[src/rtl/irq_dlv_pkg.sv]
`timescale 1ns/1ps
// Shared constants for the interrupt pin delivery block.
// Assumes a three-bit delivery type and a two-bit shorthand field downstream.
package irq_dlv_pkg;
    localparam int DLV_W = 3;
    localparam int SHORT_W = 2;
    localparam logic [SHORT_W-1:0] SHORT_NONE = 2'b00;
    typedef enum logic {TRIG_EDGE = 1'b0, TRIG_LEVEL = 1'b1} trig_e;
endpackage

[src/rtl/irq_pin_state.sv]
`timescale 1ns/1ps
// Per-pin state: request bit, remote acknowledgement flag, edge delivered
// flag, pending service flag and the event status pulses.
// Assumes the line events are one-cycle strobes and the table config is stable
// in the cycle it is sampled.
module irq_pin_state
    import irq_dlv_pkg::*;
(
    input  logic clk,
    input  logic rst_n,
    input  logic evt_valid,
    input  logic evt_level,
    input  logic cfg_mask,
    input  logic cfg_level_trig,
    input  logic cfg_wr,
    input  logic eoi_clr,
    input  logic grant,
    input  logic inflight,
    input  logic accept_hit,
    output logic irr,
    output logic remote_irr,
    output logic delivered,
    output logic svc_want,
    output logic evt_ok,
    output logic evt_coal
);
    logic svc_pend;
    logic is_assert;
    logic coal_now;
    logic reeval;

    // Event decode, coalesce detection, unmask re-evaluation, eligibility.
    always_comb begin
        is_assert = evt_valid & evt_level;
        coal_now  = is_assert & (cfg_level_trig == TRIG_EDGE) & irr;
        reeval    = cfg_wr & cfg_level_trig & ~cfg_mask & irr & ~remote_irr;
        svc_want  = svc_pend & ~cfg_mask & ~(cfg_level_trig & remote_irr) & ~inflight;
    end

    // Request bit follows the level carried by each event.
    always_ff @(posedge clk) begin
        if (!rst_n)         irr <= 1'b0;
        else if (evt_valid) irr <= evt_level;
    end

    // Pending service: set by a fresh assertion or re-evaluation, cleared by grant or drop.
    always_ff @(posedge clk) begin
        if (!rst_n)                             svc_pend <= 1'b0;
        else if ((is_assert & ~coal_now) | reeval) svc_pend <= 1'b1;
        else if (grant | (~svc_want & ~inflight)) svc_pend <= 1'b0;
    end

    // Remote acknowledgement: set on an accepted level request, cleared by end-of-interrupt.
    always_ff @(posedge clk) begin
        if (!rst_n)          remote_irr <= 1'b0;
        else if (accept_hit) remote_irr <= 1'b1;
        else if (eoi_clr)    remote_irr <= 1'b0;
    end

    // Edge delivered flag: cleared by any assertion, set when an edge request issues.
    always_ff @(posedge clk) begin
        if (!rst_n)                            delivered <= 1'b0;
        else if (is_assert & ~cfg_level_trig)  delivered <= 1'b0;
        else if (grant & ~cfg_level_trig)      delivered <= 1'b1;
    end

    // Status pulses, one cycle after each event.
    always_ff @(posedge clk) begin
        if (!rst_n) begin
            evt_ok   <= 1'b0;
            evt_coal <= 1'b0;
        end else begin
            evt_ok   <= evt_valid & ~coal_now;
            evt_coal <= coal_now;
        end
    end
endmodule

[src/rtl/irq_prio_pick.sv]
`timescale 1ns/1ps
// Fixed-priority picker: the lowest-numbered requesting pin wins.
// Assumes N >= 2.
module irq_prio_pick #(
    parameter int N  = 8,
    parameter int PW = $clog2(N)
) (
    input  logic [N-1:0]  want,
    output logic          any,
    output logic [PW-1:0] idx,
    output logic [N-1:0]  onehot
);
    // Scan downward so the lowest set bit is the last assignment.
    always_comb begin
        idx = '0;
        any = |want;
        for (int i = N - 1; i >= 0; i--) begin
            if (want[i]) idx = PW'(i);
        end
        onehot = any ? (N'(1) << idx) : '0;
    end
endmodule

[src/rtl/irq_req_reg.sv]
`timescale 1ns/1ps
// Single outstanding delivery request register with a completion handshake.
// Assumes load is only raised while the register is empty.
module irq_req_reg
    import irq_dlv_pkg::*;
#(
    parameter int PW = 3,
    parameter int VW = 8,
    parameter int DW = 8
) (
    input  logic             clk,
    input  logic             rst_n,
    input  logic             load,
    input  logic [PW-1:0]    ld_pin,
    input  logic [VW-1:0]    ld_vector,
    input  logic [DW-1:0]    ld_dest,
    input  logic             ld_logical,
    input  logic [DLV_W-1:0] ld_dlv,
    input  logic             ld_trig,
    input  logic             done,
    output logic             valid,
    output logic [PW-1:0]    pin,
    output logic [VW-1:0]    vector,
    output logic [DW-1:0]    dest,
    output logic             logical,
    output logic [DLV_W-1:0] dlv,
    output logic             trig
);
    // Capture on load, release on completion.
    always_ff @(posedge clk) begin
        if (!rst_n) begin
            valid   <= 1'b0;
            pin     <= '0;
            vector  <= '0;
            dest    <= '0;
            logical <= 1'b0;
            dlv     <= '0;
            trig    <= 1'b0;
        end else if (load) begin
            valid   <= 1'b1;
            pin     <= ld_pin;
            vector  <= ld_vector;
            dest    <= ld_dest;
            logical <= ld_logical;
            dlv     <= ld_dlv;
            trig    <= ld_trig;
        end else if (done) begin
            valid   <= 1'b0;
        end
    end
endmodule

[src/rtl/irq_pin_dlv.sv]
`timescale 1ns/1ps
// Interrupt pin request and delivery: per-pin request state, lowest-index
// arbitration and one outstanding request toward the interrupt fabric.
// Assumes the redirection table is held outside and end-of-interrupt
// processing drives eoi_clr.
module irq_pin_dlv
    import irq_dlv_pkg::*;
#(
    parameter int NPINS = 8,
    parameter int VW    = 8,
    parameter int DW    = 8,
    parameter int PW    = $clog2(NPINS)
) (
    input  logic                   clk,
    input  logic                   rst_n,
    input  logic [NPINS-1:0]       line_valid,
    input  logic [NPINS-1:0]       line_level,
    input  logic [NPINS-1:0]       cfg_mask,
    input  logic [NPINS-1:0]       cfg_trig,
    input  logic [NPINS-1:0]       cfg_wr,
    input  logic [NPINS*VW-1:0]    cfg_vector,
    input  logic [NPINS*DW-1:0]    cfg_dest,
    input  logic [NPINS-1:0]       cfg_dest_logical,
    input  logic [NPINS*DLV_W-1:0] cfg_dlv_mode,
    input  logic [NPINS-1:0]       eoi_clr,
    output logic                   req_valid,
    output logic [PW-1:0]          req_pin,
    output logic [VW-1:0]          req_vector,
    output logic [DW-1:0]          req_dest,
    output logic                   req_dest_logical,
    output logic [DLV_W-1:0]       req_dlv_mode,
    output logic                   req_trig,
    output logic [SHORT_W-1:0]     req_short,
    input  logic                   dlv_done,
    input  logic                   dlv_hit,
    output logic [NPINS-1:0]       irr,
    output logic [NPINS-1:0]       remote_irr,
    output logic [NPINS-1:0]       edge_dlvd,
    output logic [NPINS-1:0]       evt_ok,
    output logic [NPINS-1:0]       evt_coal
);
    logic [NPINS-1:0] want;
    logic [NPINS-1:0] pick_oh;
    logic [NPINS-1:0] grant;
    logic [NPINS-1:0] inflight;
    logic [NPINS-1:0] accept_hit;
    logic             pick_any;
    logic [PW-1:0]    pick_idx;
    logic             load;
    logic [VW-1:0]    sel_vector;
    logic [DW-1:0]    sel_dest;
    logic [DLV_W-1:0] sel_dlv;

    for (genvar gi = 0; gi < NPINS; gi++) begin : g_pin
        // Per-pin routing of grant, in-flight and acceptance.
        assign inflight[gi]   = req_valid & (req_pin == PW'(gi));
        assign accept_hit[gi] = dlv_done & dlv_hit & req_trig & inflight[gi];

        irq_pin_state u_state (
            .clk            (clk),
            .rst_n          (rst_n),
            .evt_valid      (line_valid[gi]),
            .evt_level      (line_level[gi]),
            .cfg_mask       (cfg_mask[gi]),
            .cfg_level_trig (cfg_trig[gi]),
            .cfg_wr         (cfg_wr[gi]),
            .eoi_clr        (eoi_clr[gi]),
            .grant          (grant[gi]),
            .inflight       (inflight[gi]),
            .accept_hit     (accept_hit[gi]),
            .irr            (irr[gi]),
            .remote_irr     (remote_irr[gi]),
            .delivered      (edge_dlvd[gi]),
            .svc_want       (want[gi]),
            .evt_ok         (evt_ok[gi]),
            .evt_coal       (evt_coal[gi])
        );
    end

    irq_prio_pick #(.N(NPINS), .PW(PW)) u_pick (
        .want   (want),
        .any    (pick_any),
        .idx    (pick_idx),
        .onehot (pick_oh)
    );

    // Load when the output register is empty; select the winner's fields.
    always_comb begin
        load       = pick_any & ~req_valid;
        grant      = pick_oh & {NPINS{load}};
        sel_vector = cfg_vector[pick_idx*VW +: VW];
        sel_dest   = cfg_dest[pick_idx*DW +: DW];
        sel_dlv    = cfg_dlv_mode[pick_idx*DLV_W +: DLV_W];
    end

    irq_req_reg #(.PW(PW), .VW(VW), .DW(DW)) u_req (
        .clk        (clk),
        .rst_n      (rst_n),
        .load       (load),
        .ld_pin     (pick_idx),
        .ld_vector  (sel_vector),
        .ld_dest    (sel_dest),
        .ld_logical (cfg_dest_logical[pick_idx]),
        .ld_dlv     (sel_dlv),
        .ld_trig    (cfg_trig[pick_idx]),
        .done       (dlv_done),
        .valid      (req_valid),
        .pin        (req_pin),
        .vector     (req_vector),
        .dest       (req_dest),
        .logical    (req_dest_logical),
        .dlv        (req_dlv_mode),
        .trig       (req_trig)
    );

    // Requests never use a destination shorthand.
    assign req_short = SHORT_NONE;
endmodule

[config.mk]
export PLATFORM = sky130hd
export DESIGN_NAME = irq_pin_dlv
export DESIGN_NICKNAME = d
export VERILOG_FILES = /design/src/rtl/irq_dlv_pkg.sv /design/src/rtl/irq_pin_state.sv /design/src/rtl/irq_prio_pick.sv /design/src/rtl/irq_req_reg.sv /design/src/rtl/irq_pin_dlv.sv
export SDC_FILE = /design/constraint.sdc
export NUM_CORES = 1
export LEC_CHECK = 0
export BUFFER_PORTS_ARGS = -buffer_cell sky130_fd_sc_hd__buf_2
export CAP_MARGIN = 20
export CORE_AREA = 2 2 108 110
export DETAILED_ROUTE_END_ITERATION = 12
export DIE_AREA = 0 0 110 112
export GPL_TIMING_DRIVEN = 1
export PLACE_DENSITY = 0.8
export SYNTH_ARGS = -nofsm -noshare
export SYNTH_HDL_FRONTEND = slang
export SYNTH_SLANG_ARGS = --single-unit
[constraint.sdc]
create_clock -name clk -period 3.3 [get_ports clk]
set_input_delay 0.825 -clock clk [delete_from_list [all_inputs] [get_ports clk]]
set_output_delay 0.825 -clock clk [all_outputs]
set_load 0.02 [all_outputs]
Word level (Yosys, flattened, before mapping)
Index checks and enable logic that the tools add are counted.
- add/subtract/negate cells: 0
- multiply operators: 1
- divide/modulo/power cells: 0
- magnitude comparators: 1
- equal/unequal tests: 7
- shifts and indexed selects: 4
- muxes and demuxes: 47
- bitwise gates (word level): 214
- reduce and logical (&&, ||, !) cells: 27
- operators by type and width (kind ; count):
    bitwise AND 1 bit ; 139
    indexed part select 64 x 7 -> 8 bit ; 2
    inverter 1 bit ; 58
    two-way mux 1 bit ; 36
    nonzero test 2 bit ; 17
    two-way mux 3 bit ; 8
    indexed part select 24 x 6 -> 3 bit ; 1
    OR 1 bit ; 16
    OR reduction 2 bit ; 8
    equality test 3 bit, second input constant ; 4
    bitwise AND 8 bit ; 1
    two-way mux 8 bit ; 1
    OR reduction 8 bit ; 1
    left shift 1 x 3 -> 8 bit, first input constant ; 1
    binary-select mux 1 bit (select 3 bit) ; 2
    equality test 3 x 2 -> 1 bit, second input constant ; 2
    multiplier 3 x 2 -> 5 bit, second input constant ; 1
    < comparator 3 x 4 -> 1 bit, second input constant ; 1
    equality test 3 x 1 -> 1 bit, second input constant ; 1
    zero test 3 bit ; 1
- register bits after elaboration: 73
- latch bits: 0
- memory bits (writable): 0
- memory bits (read-only): 0
- input port bits: 212
- output and inout bits: 67
- memories: 0

Depth between registers and ports, before layout
- word-level depth: 18
- depth in mapped cells: 11
- mapped depth without buffers: 7

Cells and area by module
From an unflattened synthesis, not the netlist that was laid out.
- cells, all modules: 445
- area total of the unflattened synthesis: 4685.7 sq um
- modules (own cells, without submodules) (module ; times used ; cells each ; area an instance (sq um)):
    irq_pin_state ; 8 ; 28 ; 244.0
    irq_pin_dlv ; 1 ; 116 ; 1629.1
    irq_req_reg ; 1 ; 80 ; 963.4
    irq_prio_pick ; 1 ; 25 ; 141.4

Worst setup path before layout
Ideal clock, no wire load.
- path kind: input to register
- start: input cfg_mask[6]
- end: register u_req.dest[3]
- setup time: 117 ps
- arrival time: 2453 ps
- setup slack: 729 ps
- cell stages on the path: 9
- path through: nor2b_1 nand3_1 a311o_1 nand2b_1 buf_4 buf_2 mux2i_1 o21ai_0 a32o_1
- longest elaborated chain between the ends: 12
- elaborated cells between the ends (all ways): 14
- RTL lines (element ; RTL line ; text):
    start: declaration ; irq_pin_dlv.sv:18 ; input logic [NPINS-1:0] cfg_mask,
    inverter 1 bit (*) ; irq_pin_state.sv:37 ; svc_want = svc_pend & ~cfg_mask & ~(cfg_level_trig & remote_irr) & ~inflight;
    bitwise AND 1 bit (*) (3 in a row) ; irq_pin_state.sv:37 ;
    two-way mux 3 bit (7 in a row) ; irq_prio_pick.sv:18 ; if (want[i]) idx = PW'(i);
    indexed part select 64 x 7 -> 8 bit ; irq_pin_dlv.sv:92 ; sel_dest = cfg_dest[pick_idx*DW +: DW];
    end signal: assignment ; irq_req_reg.sv:43 ; dest <= ld_dest;
    end: declaration ; irq_req_reg.sv:24 ; output logic [DW-1:0] dest,
Mark *: on every way between the ends. The rest lies on a longest branch, timed or not.
A chain may end at the register's enable or synchronous reset.

Worst setup path in the final report
- start: register u_req.valid
- end: register u_req.dlv[2]
- longest elaborated chain between the ends: 13
- elaborated cells between the ends (all ways): 37
- RTL lines (element ; RTL line ; text):
    start: declaration ; irq_req_reg.sv:21 ; output logic valid,
    start signal: assignment ; irq_req_reg.sv:32 ; valid <= 1'b0;
    start signal: assignment ; irq_req_reg.sv:40 ; valid <= 1'b1;
    start signal: assignment ; irq_req_reg.sv:48 ; valid <= 1'b0;
    bitwise AND 1 bit ; irq_pin_dlv.sv:56 ; assign inflight[gi] = req_valid & (req_pin == PW'(gi));
    inverter 1 bit ; irq_pin_state.sv:37 ;
    bitwise AND 1 bit ; irq_pin_state.sv:37 ;
    two-way mux 3 bit (8 in a row) ; irq_prio_pick.sv:18 ;
    multiplier 3 x 2 -> 5 bit ; irq_pin_dlv.sv:93 ; sel_dlv = cfg_dlv_mode[pick_idx*DLV_W +: DLV_W];
    indexed part select 24 x 6 -> 3 bit ; irq_pin_dlv.sv:93 ;
    end signal: assignment ; irq_req_reg.sv:45 ; dlv <= ld_dlv;
    end: declaration ; irq_req_reg.sv:26 ; output logic [DLV_W-1:0] dlv,
Parallel ways exist; a longest one is shown, timed or not.

==> summary.txt <==
Synth
  • Post-synthesis async set-or-reset flop share: 0
  • Syn Std Cell Area: 4900 µm²
  • Synth warn: 0
  • Synth cell types: 65
  • Mapped Cells: 589
  • Primary FF master, synth: dfxtp_1
  • Seq/Total Area, Yosys: 0.298
  • Post-synth EDFFs: 0
  • #FFs+latches synth: 73
  • Synth Area per Inst: 8.32 µm²
  • Share of the synthesized area in the top cell type: 0.298
  • Count leader, synth: nand2_1
  • Most area-hungry cell type in the Yosys netlist: dfxtp_1
  • Ranking of synthesized cells by area: dfxtp_1 (30%), buf_4 (7.5%), nand2_1 (7.3%)
  • Synth cell count leaders: nand2_1 (95), dfxtp_1 (73), buf_4 (49), a21oi_1 (42), mux2i_1 (29)

Cells and area
  • Nets: 1,027
  • Area Overhead vs Synth: 30.8%
  • Layout cells sized above 1: 0.406
  • Storage element area: 1460 µm²
  • Post-Layout Cell Count: 964
  • Fill cell count: 1,046
  • Area of the multi-input gates: 2840 µm²

Pwr
  • Logic gate share of total power: 0.291
  • Clk network pwr share: 0.353
  • Lkg Pwr: 3.10 nW
  • P_sw: 907 µW
  • Flop pwr share: 0.356
  • Net Sw Frac: 0.319
  • Peak supply drop: 0.264 mV
  • PD cells: 444 nW/µm²
  • Int Pwr: 1.94 mW

Place
  • Detailed Place HPWL: 12.4 mm
  • DP Cell Count: 947
  • Final GP Congestion: 0.896
  • Post-place setup slack: 0.365 ns
  • Count of buffers from port buffering: 276

Clocking
  • CTS Hold Bufs: 0
  • Root Driver: clkbuf_16
  • H-tree depth: 3
  • Clk buf depth: 2
  • Post-CTS setup buffer count: 0
  • Worst skew pair latency: 0.33 ns
  • Resized cells post-CTS: 0
  • Clock transition at path regs: 0.06 ns
  • CTS tree: built
  • Sink Count: 73
  • Total CTS buffers: 9

Worst setup path
  • CP max FO: 15
  • Startpoint types: register
  • Cell family with most CP delay: simple AND/OR/NAND/NOR gates
  • CP max stage delay: 0.74 ns
  • Reg-to-reg slack, setup: 0.44 ns
  • CP max-delay cell: dfxtp_1
  • Required time of the critical path: 3.55 ns
  • Setup Crit Path Kind: register to register
  • WP data arrival: 3.11 ns
  • Buf+Inv Stages, Crit Path: 1
  • Cells along the critical path: and4bb_1 > and4bb_2 > nand4b_4 > a211oi_2 > and2_1 > buf_4 > a222oi_1 > a31oi_1
  • Crit end category: register

STA
  • Setup TNS: 0 ns
  • Fin worst setup slack: 0.443 ns
  • # setup viols final: 0
  • Worst Skew: 0.00545 ns
  • Min cycle time layout: 2.86 ns
  • Slew Limit Fails: 0
  • Period utilisation layout: 0.866
  • Worst Max-Slew Pin Slew: 0.665 ns
  • Max_slew headroom: 0.556
  • Achievable Freq: 350 MHz
  • Hold Fails Final Rpt: 0
  • Setup repair after global routing missed its margin: false
  • Final hold slack: 0.473 ns

Floorplan
  • Io pins: 279
  • Die Span X: 110 µm
  • Die Ht: 112 µm
  • Initial core utilization: 0.438
  • Core area: 11,200 µm²
  • Std-Cell Rows: 39
  • Die area: 12,300 µm²

Global route
  • Largest net degree at the start of global routing: 44
  • Tot GR Track Use: 0.269
  • First-pass GRT wire length: 25.9 mm
  • Initial antenna violation count: 1
  • Vias in the first global route: 5,211
  • GR Overflow Total: 0

Drt
  • Initial detailed-routing violation count: 497
  • Routed WL: 16.7 mm
  • Vias/cell: 5.58
  • DR DRC count: 0
  • Vias: 5,382
  • Per-cell routed wire length: 17.3 µm
  • TritonRoute pass-1 iters: 7
  • Post-DRT Antenna Nets: 0

Hold path
  • Hold WC Path Type: register to register

Job
  • Max-Cap Viols: 0

Outcome
  • Status: completed
==> registers in the layout (all words and copies together) (netlist names), 3 cells and up <==
signal and count:
g_pin.u_state.evt_coal 8, g_pin.u_state.svc_pend 8, u_req.dlv 3, u_req.vector 8, g_pin.u_state.evt_ok 8, g_pin.u_state.remote_irr 8, g_pin.u_state.irr 8, u_req.pin 3
g_pin.u_state.delivered 8, u_req.dest 8
==> final timing paths <==
path,from,to,cells after the start
min reg2reg,g_pin[1].u_state.delivered,g_pin[1].u_state.delivered,2
max,u_req.valid,u_req.dlv[2],8
max reg2reg,u_req.valid,u_req.dlv[2],8
min,g_pin[1].u_state.delivered,g_pin[1].u_state.delivered,2
==> tightest hold or removal path: cells and delay by family (launching register included) <==
family	cells	cell delay, ns
AOI/OAI and AO/OA	1	0.04
and+or+nand+nor	1	0.08
DFF	1	0.32
==> through the flow <==
| stage | util | cell area, µm² | power [mW] |
|---|---|---|---|
| 2_1_floorplan | - | 4900 | 1.54 |
| 3_5_place_dp | 0.546 | 6100 | 1.85 |
| 3_3_place_gp | 0.546 | 6100 | 1.84 |
| 6_report | 0.574 | 6410 | 2.84 |
| 5_1_grt | 0.574 | 6410 | 2.99 |
| 4_1_cts | 0.573 | 6410 | 2.86 |
==> per-layer routing <==
| metal | part of all wire | GRT usage | wire length [µm] |
|---|---|---|---|
| met3 | 0.070 | 0.0463 | 1160 |
| met1 | 0.41 | 0.328 | 6760 |
| met4 | 0.036 | 0.128 | 602 |
| met2 | 0.49 | 0.452 | 8140 |
| met5 | 0 | 0 | 0 |
==> kinds of logic after synthesis <==
| group | Yosys count | share of synthesized area |
|---|---|---|
| buf+inv | 99 | 0.124 |
| mux | 29 | 0.0593 |
| simple gates | 220 | 0.257 |
| compound gates | 167 | 0.261 |
| other cells | 1 | 0.000766 |
| flops | 73 | 0.298 |
==> layout make-up <==
class	count	area share
inverter	20	0.0117
antenna	1	0.000390
multi-input combinational	418	0.443
timing repair buffer	293	0.241
clock inverter	4	0.00800
tap	143	0.0279
clock buffer	12	0.0400
sequential	73	0.228
==> power by group through the flow <==
stage	logic (mW)	clock network [mW]	registers, mW
after floorplan	0.482	0	1.06
after global placement	0.814	0	1.03
after detailed placement	0.821	0	1.03
after CTS	0.823	1.03	1.01
after global routing	0.894	1.07	1.02
final	0.827	1.00	1.01
==> cells in the final DEF (no fill, tap or decap), drive strengths merged, types with 2 or more instances in the layout <==
master,instances
and4,2
clkbuf,12
and4bb,3
inv,19
a22oi,2
nor4bb,2
o21a,4
dfxtp,73
conb,2
a211oi,15
mux2i,29
nor4,3
o311ai,2
buf,293
o22ai,6
nor3b,13
nand2,95
a31oi,13
nor3,5
nand4b,5
o221ai,2
or4bb,3
a222oi,19
clkinv,3
nand3b,10
a21o,15
o21ai,15
a32o,8
nand4,9
o221a,4
nor2b,11
or2,2
and2,8
nor2,26
a21oi,43
nand2b,12
nor4b,2
a211o,13
nand3,5
(Power assumes the default switching activity.)
